==> src/rtl/dly_scan_pkg.sv <==
package dly_scan_pkg;
  typedef enum logic [2:0] {
    PH_IDLE    = 3'd0,
    PH_LOAD    = 3'd1,
    PH_LAUNCH  = 3'd2,
    PH_CAPTURE = 3'd3,
    PH_UNLOAD  = 3'd4
  } phase_e;
endpackage

==> src/rtl/dly_scan_chain.sv <==
module dly_scan_chain #(
  parameter int N = 8
) (
  input  logic         clk,
  input  logic         rst_n,
  input  logic         en,
  input  logic         se,
  input  logic         si,
  input  logic [N-1:0] d,
  output logic [N-1:0] q,
  output logic         so
);
  logic [N-1:0] prev;

  // Scan path: cell 0 fed from the serial input, every other cell from its neighbour.
  generate
    for (genvar i = 0; i < N; i++) begin : g_cell
      if (i == 0) begin : g_head
        assign prev[i] = si;
      end else begin : g_body
        assign prev[i] = q[i-1];
      end
    end
  endgenerate

  always_ff @(posedge clk or negedge rst_n) begin
    if (!rst_n)  q <= '0;
    else if (en) q <= se ? prev : d;
  end

  assign so = q[N-1];

  p_shift_r2: assert property (@(posedge clk) disable iff (!rst_n)
    (en && se) |=> (q[N-1:1] == $past(q[N-2:0]) && q[0] == $past(si)));
  p_parallel_load_r3: assert property (@(posedge clk) disable iff (!rst_n)
    (en && !se) |=> (q == $past(d)));
  p_hold_idle_r10: assert property (@(posedge clk) disable iff (!rst_n)
    !en |=> $stable(q));
endmodule

==> src/rtl/dly_bit_counter.sv <==
module dly_bit_counter #(
  parameter int N = 8
) (
  input  logic clk,
  input  logic rst_n,
  input  logic inc,
  output logic last
);
  localparam int CW = (N > 2) ? $clog2(N) : 1;
  localparam logic [CW-1:0] TOP = CW'(N - 1);

  logic [CW-1:0] cnt;

  assign last = (cnt == TOP);

  always_ff @(posedge clk or negedge rst_n) begin
    if (!rst_n)   cnt <= '0;
    else if (inc) cnt <= last ? '0 : cnt + CW'(1);
  end

  p_cnt_bound_r7: assert property (@(posedge clk) disable iff (!rst_n)
    cnt <= TOP);
  p_cnt_wrap_r2: assert property (@(posedge clk) disable iff (!rst_n)
    (inc && last) |=> (cnt == '0));
endmodule

==> src/rtl/dly_seq_fsm.sv <==
module dly_seq_fsm
  import dly_scan_pkg::*;
(
  input  logic clk,
  input  logic rst_n,
  input  logic start,
  input  logic mode,
  input  logic last,
  output logic scan_en,
  output logic chain_en,
  output logic cnt_inc,
  output logic busy,
  output logic done
);
  phase_e phase, phase_nx;
  logic   mode_q;

  always_comb begin
    phase_nx = phase;
    unique case (phase)
      PH_IDLE:    if (start) phase_nx = PH_LOAD;
      PH_LOAD:    if (last)  phase_nx = PH_LAUNCH;
      PH_LAUNCH:             phase_nx = PH_CAPTURE;
      PH_CAPTURE:            phase_nx = PH_UNLOAD;
      PH_UNLOAD:  if (last)  phase_nx = PH_IDLE;
      default:               phase_nx = PH_IDLE;
    endcase
  end

  always_ff @(posedge clk or negedge rst_n) begin
    if (!rst_n) begin
      phase  <= PH_IDLE;
      mode_q <= 1'b0;
      done   <= 1'b0;
    end else begin
      phase <= phase_nx;
      done  <= (phase == PH_CAPTURE);
      if (phase == PH_IDLE && start) mode_q <= mode;
    end
  end

  assign busy     = (phase != PH_IDLE);
  assign chain_en = busy;
  assign cnt_inc  = (phase == PH_LOAD) || (phase == PH_UNLOAD);
  assign scan_en  = cnt_inc || (phase == PH_LAUNCH && mode_q);

  p_launch_capture_r5: assert property (@(posedge clk) disable iff (!rst_n)
    (phase == PH_LAUNCH) |=> (phase == PH_CAPTURE && !scan_en));
  p_done_after_capture_r6: assert property (@(posedge clk) disable iff (!rst_n)
    (phase == PH_CAPTURE) |=> done);
  p_done_pulse_r6: assert property (@(posedge clk) disable iff (!rst_n)
    done |=> !done);
  p_se_in_busy_r8: assert property (@(posedge clk) disable iff (!rst_n)
    scan_en |-> busy);
  p_start_ignored_r9: assert property (@(posedge clk) disable iff (!rst_n)
    (busy && start && !(phase == PH_UNLOAD && last)) |=> busy);
  p_mode_held_r11: assert property (@(posedge clk) disable iff (!rst_n)
    (busy && $past(busy)) |-> $stable(mode_q));
endmodule

==> src/rtl/delay_scan_ctrl.sv <==
module delay_scan_ctrl #(
  parameter int N = 8
) (
  input  logic         clk,
  input  logic         rst_n,
  input  logic         start,
  input  logic         mode,
  input  logic         scan_in,
  input  logic [N-1:0] func_in,
  output logic         scan_out,
  output logic [N-1:0] state_out,
  output logic         scan_en,
  output logic         busy,
  output logic         done
);
  logic chain_en;
  logic cnt_inc;
  logic cnt_last;

  dly_seq_fsm u_seq (
    .clk      (clk),
    .rst_n    (rst_n),
    .start    (start),
    .mode     (mode),
    .last     (cnt_last),
    .scan_en  (scan_en),
    .chain_en (chain_en),
    .cnt_inc  (cnt_inc),
    .busy     (busy),
    .done     (done)
  );

  dly_bit_counter #(.N(N)) u_cnt (
    .clk   (clk),
    .rst_n (rst_n),
    .inc   (cnt_inc),
    .last  (cnt_last)
  );

  dly_scan_chain #(.N(N)) u_chain (
    .clk   (clk),
    .rst_n (rst_n),
    .en    (chain_en),
    .se    (scan_en),
    .si    (scan_in),
    .d     (func_in),
    .q     (state_out),
    .so    (scan_out)
  );
endmodule

==> config.mk <==
export PLATFORM = sky130hd
export DESIGN_NAME = delay_scan_ctrl
export DESIGN_NICKNAME = d
export VERILOG_FILES = /design/src/rtl/dly_scan_pkg.sv /design/src/rtl/dly_scan_chain.sv /design/src/rtl/dly_bit_counter.sv /design/src/rtl/dly_seq_fsm.sv /design/src/rtl/delay_scan_ctrl.sv
export SDC_FILE = /design/constraint.sdc
export NUM_CORES = 1
export LEC_CHECK = 0
export ABC_AREA = 1
export BUFFER_PORTS_ARGS = -buffer_cell sky130_fd_sc_hd__buf_2
export CORE_UTILIZATION = 45
export CTS_BUF_LIST = sky130_fd_sc_hd__clkbuf_16
export CTS_CLUSTER_DIAMETER = 120
export DETAILED_ROUTE_END_ITERATION = 16
export PLACE_DENSITY = 0.79
export SLEW_MARGIN = 20
export SYNTH_ARGS = -nofsm -noshare
export SYNTH_HDL_FRONTEND = slang
export SYNTH_SLANG_ARGS = --single-unit
export TNS_END_PERCENT = 10
==> constraint.sdc <==
create_clock -name clk -period 1.3 [get_ports clk]
set_input_delay 0.39 -clock clk [delete_from_list [all_inputs] [get_ports clk]]
set_output_delay 0.39 -clock clk [all_outputs]
set_load 0.01 [all_outputs]
==> results.json <==
{
  "crit_path_top_delay_cell": "dfrtp_1",
  "syn_area_um2": 867,
  "rsz0062_at_grt": "yes",
  "skew_ps": 3.39,
  "reg2reg_to": "u_seq.mode_q",
  "endpoint_kind": "output pin",
  "synth_cells": 113,
  "yosysSeqAreaShare_pct": 46.2,
  "cellPowerDensity_nw_per_um2": 3220,
  "maxSlewViolCount": 0,
  "synthArstFlopShare_pct": 100,
  "worst-path-stages": 5,
  "cp-start-kind": "register",
  "top_layer_used": "met4",
  "arrival_ps": 1120,
  "antenna_found_initial": 0,
  "remaining_drc_errors": 0,
  "reg2reg_depth": 9,
  "min_period_over_period_pct": 116,
  "synth_ff_type": "dfrtp_1",
  "hold_class": "primary input to async pin",
  "coreArea_um2": 1760,
  "antenna_cells": 0,
  "post_drt_wl_per_cell_um": 11.8,
  "critPathMaxFanout": 4,
  "ys_types": 19,
  "multi_input_area_um2": 377,
  "yosysWarnings": 0,
  "violations": "setup timing",
  "worst-path-buf-inv": 3,
  "cap_violations": 0,
  "area_growth_pct": 40.8,
  "worstMarginPinSlew_ps": 354,
  "fp-row-count": 15,
  "crit_chain": "inv_2, nand2_4, nor2_4, inv_2, buf_6",
  "grt_pass1_wl_um": 3030,
  "regArea_um2": 403,
  "met3WireLength_um": 151,
  "insertion_delay_ps": 250,
  "grt_pass1_vias": 752,
  "io_pins": 25,
  "grt_max_degree": 17,
  "dp_hpwl_um": 1370,
  "numPortBuffers": 24,
  "outcome": "finished with violations",
  "critPathTopFamily": "flip-flops",
  "ys_ff_latch": 16,
  "max_freq_mhz": 663,
  "hold_viol": 0,
  "overflow": 0,
  "synth.most_common_cell": "nand2_1",
  "yosysTopAreaCell": "dfrtp_1",
  "gp_congestion": 0.769,
  "postSynthAreaPerCell_um2": 7.67,
  "fin_crit_ps": 1510,
  "synth_edf_count": 0,
  "synth_top_cell_area_share_pct": 46.2,
  "initial_core_util_pct": 49.1,
  "vias": 860,
  "drtIter0Drc": 20,
  "pre_cts_ws_ps": -41.7,
  "drt_wl_total_um": 2080,
  "clk_pin_slew_ps": 50,
  "cts_buffers": 3,
  "crit_top_cell": "inv_2",
  "die_y_um": 45.9,
  "netlist_top_cells_count": "34 x nand2_1, 20 x inv_1, 17 x nand3_1",
  "netlist_top_cells_area": "dfrtp_1 46%, nand2_1 15%, nand3_1 9.8%",
  "synthesis.nets": 128,
  "n_fill_cell": 145,
  "critPathRequiredTime_ps": 910,
  "ir_drop_v": 0.00147,
  "critical_path.max_stage_delay_ps": 430,
  "clk_path_buf_depth": 2,
  "setup_slack_ps": -208,
  "dpl.cell_count": 167,
  "reg2reg_slack_ps": 10,
  "die_x_um": 45.9,
  "clock-sinks": 16,
  "ant_nets": 0,
  "setup_violations": 2,
  "post-route-util_pct": 69.2,
  "routed-wl-met2_um": 1020,
  "wl_met1_um": 886,
  "cts.htree.levels": 1,
  "drive_above_1_share_pct": 37.5,
  "final_cells": 177,
  "final.setup.tns_ps": -410,
  "die-area_um2": 2110,
  "relSlewSlack_pct": 76.4,
  "viasPerCell": 4.86,
  "grtUsageTotal_pct": 20.8,
  "nets": 168,
  "leakage_nw": 0.702,
  "worstSetupStartpoint": "u_seq.phase[0]",
  "timing.rr.start": "u_seq.phase[0]",
  "clockRootBuffer": "clkbuf_16",
  "dr.pass1.iters": 4,
  "path_class": "register to output pin",
  "cts_tree": "done"
}
-- layer usage --
layer | vias to the layer above | GRT usage (%)
met5 | - | 0
met4 | 0 | 15.3
met3 | 4 | 3.57
met2 | 42 | 29.9
met1 | 387 | 27.7
li1 | 427 | -
-- report_power, final --
group | switching [mW] | internal [mW]
registers | 0.214 | 0.774
clock network | 0.190 | 0.408
logic | 1.27 | 1.07
total | 1.68 | 2.26
-- worst reg2reg max path, stage by stage (launching register included) --
cell,delay (ps)
dfrtp_1,430
inv_2,110
nand2_4,70
nor2_4,110
buf_4,130
buf_4,100
buf_8,120
nand2_2,40
nand2_1,50
nand2_1,40
-- flip-flops by register name (all words and copies together), names as in the netlist --
register and cells:
u_chain.q 8, u_cnt.cnt 3, u_seq.done 1, u_seq.mode_q 1, u_seq.phase 3
-- final cells by class --
cell class	count	share of cell area, %
clock inverter	1	0.307
sequential	16	33.0
clock buffer	3	6.15
tap	25	2.56
timing repair buffer	38	20.1
inverter	23	7.07
multi-input combinational	71	30.8
-- cells by family after synthesis --
kind of cell               Yosys count  share of synthesized area, %
and+or+nand+nor                     62                          33.0
buffers and inverters               26                          13.0
DFF                                 16                          46.2
AOI/OAI and AO/OA                    7                          4.91
adders and majority gates            2                          2.89
-- timing repair --
| item | CTS | global route |
|---|---|---|
| buffers inserted | 4 | 2 |
| setup endpoints to repair | 4 | 6 |
| gates resized for setup | 7 | 7 |
| hold buffers | 0 | 0 |
| gates cloned | 0 | 0 |
| pin swaps | 2 | 3 |
-- how the worst max path moves through the flow --
| stage | end |
|---|---|
| floorplan | scan_en |
| global route | busy |
| detailed placement | u_seq.phase[0] |
| finish | busy |
| global placement | busy |
| CTS | busy |
-- stage by stage --
step                      area, um2  hold slack, ps  total power [mW]
final                          1220            48.4              3.93
after global routing           1220            80.0              4.25
after CTS                      1180            66.4              3.71
after detailed placement       1050             328              2.89
after global placement         1050             322              2.82
after floorplan                 867            94.4              2.26
-- placed cells by master, fill, tap and decap left out, types with 2 or more instances in the layout --
| master | synthesis | final |
|---|---|---|
| buf_2 | 0 | 22 |
| buf_4 | 2 | 13 |
| buf_6 | 1 | 2 |
| clkbuf_16 | 0 | 3 |
| dfrtp_1 | 16 | 14 |
| dfrtp_2 | 0 | 2 |
| inv_1 | 20 | 19 |
| inv_2 | 3 | 4 |
| nand2_1 | 34 | 32 |
| nand2_2 | 2 | 3 |
| nand2_4 | 1 | 2 |
| nand3_1 | 17 | 17 |
| nand4_1 | 2 | 2 |
| nor2_1 | 4 | 2 |
| o21ai_0 | 3 | 3 |
No activity file was read; power rests on OpenSTA's default activity.
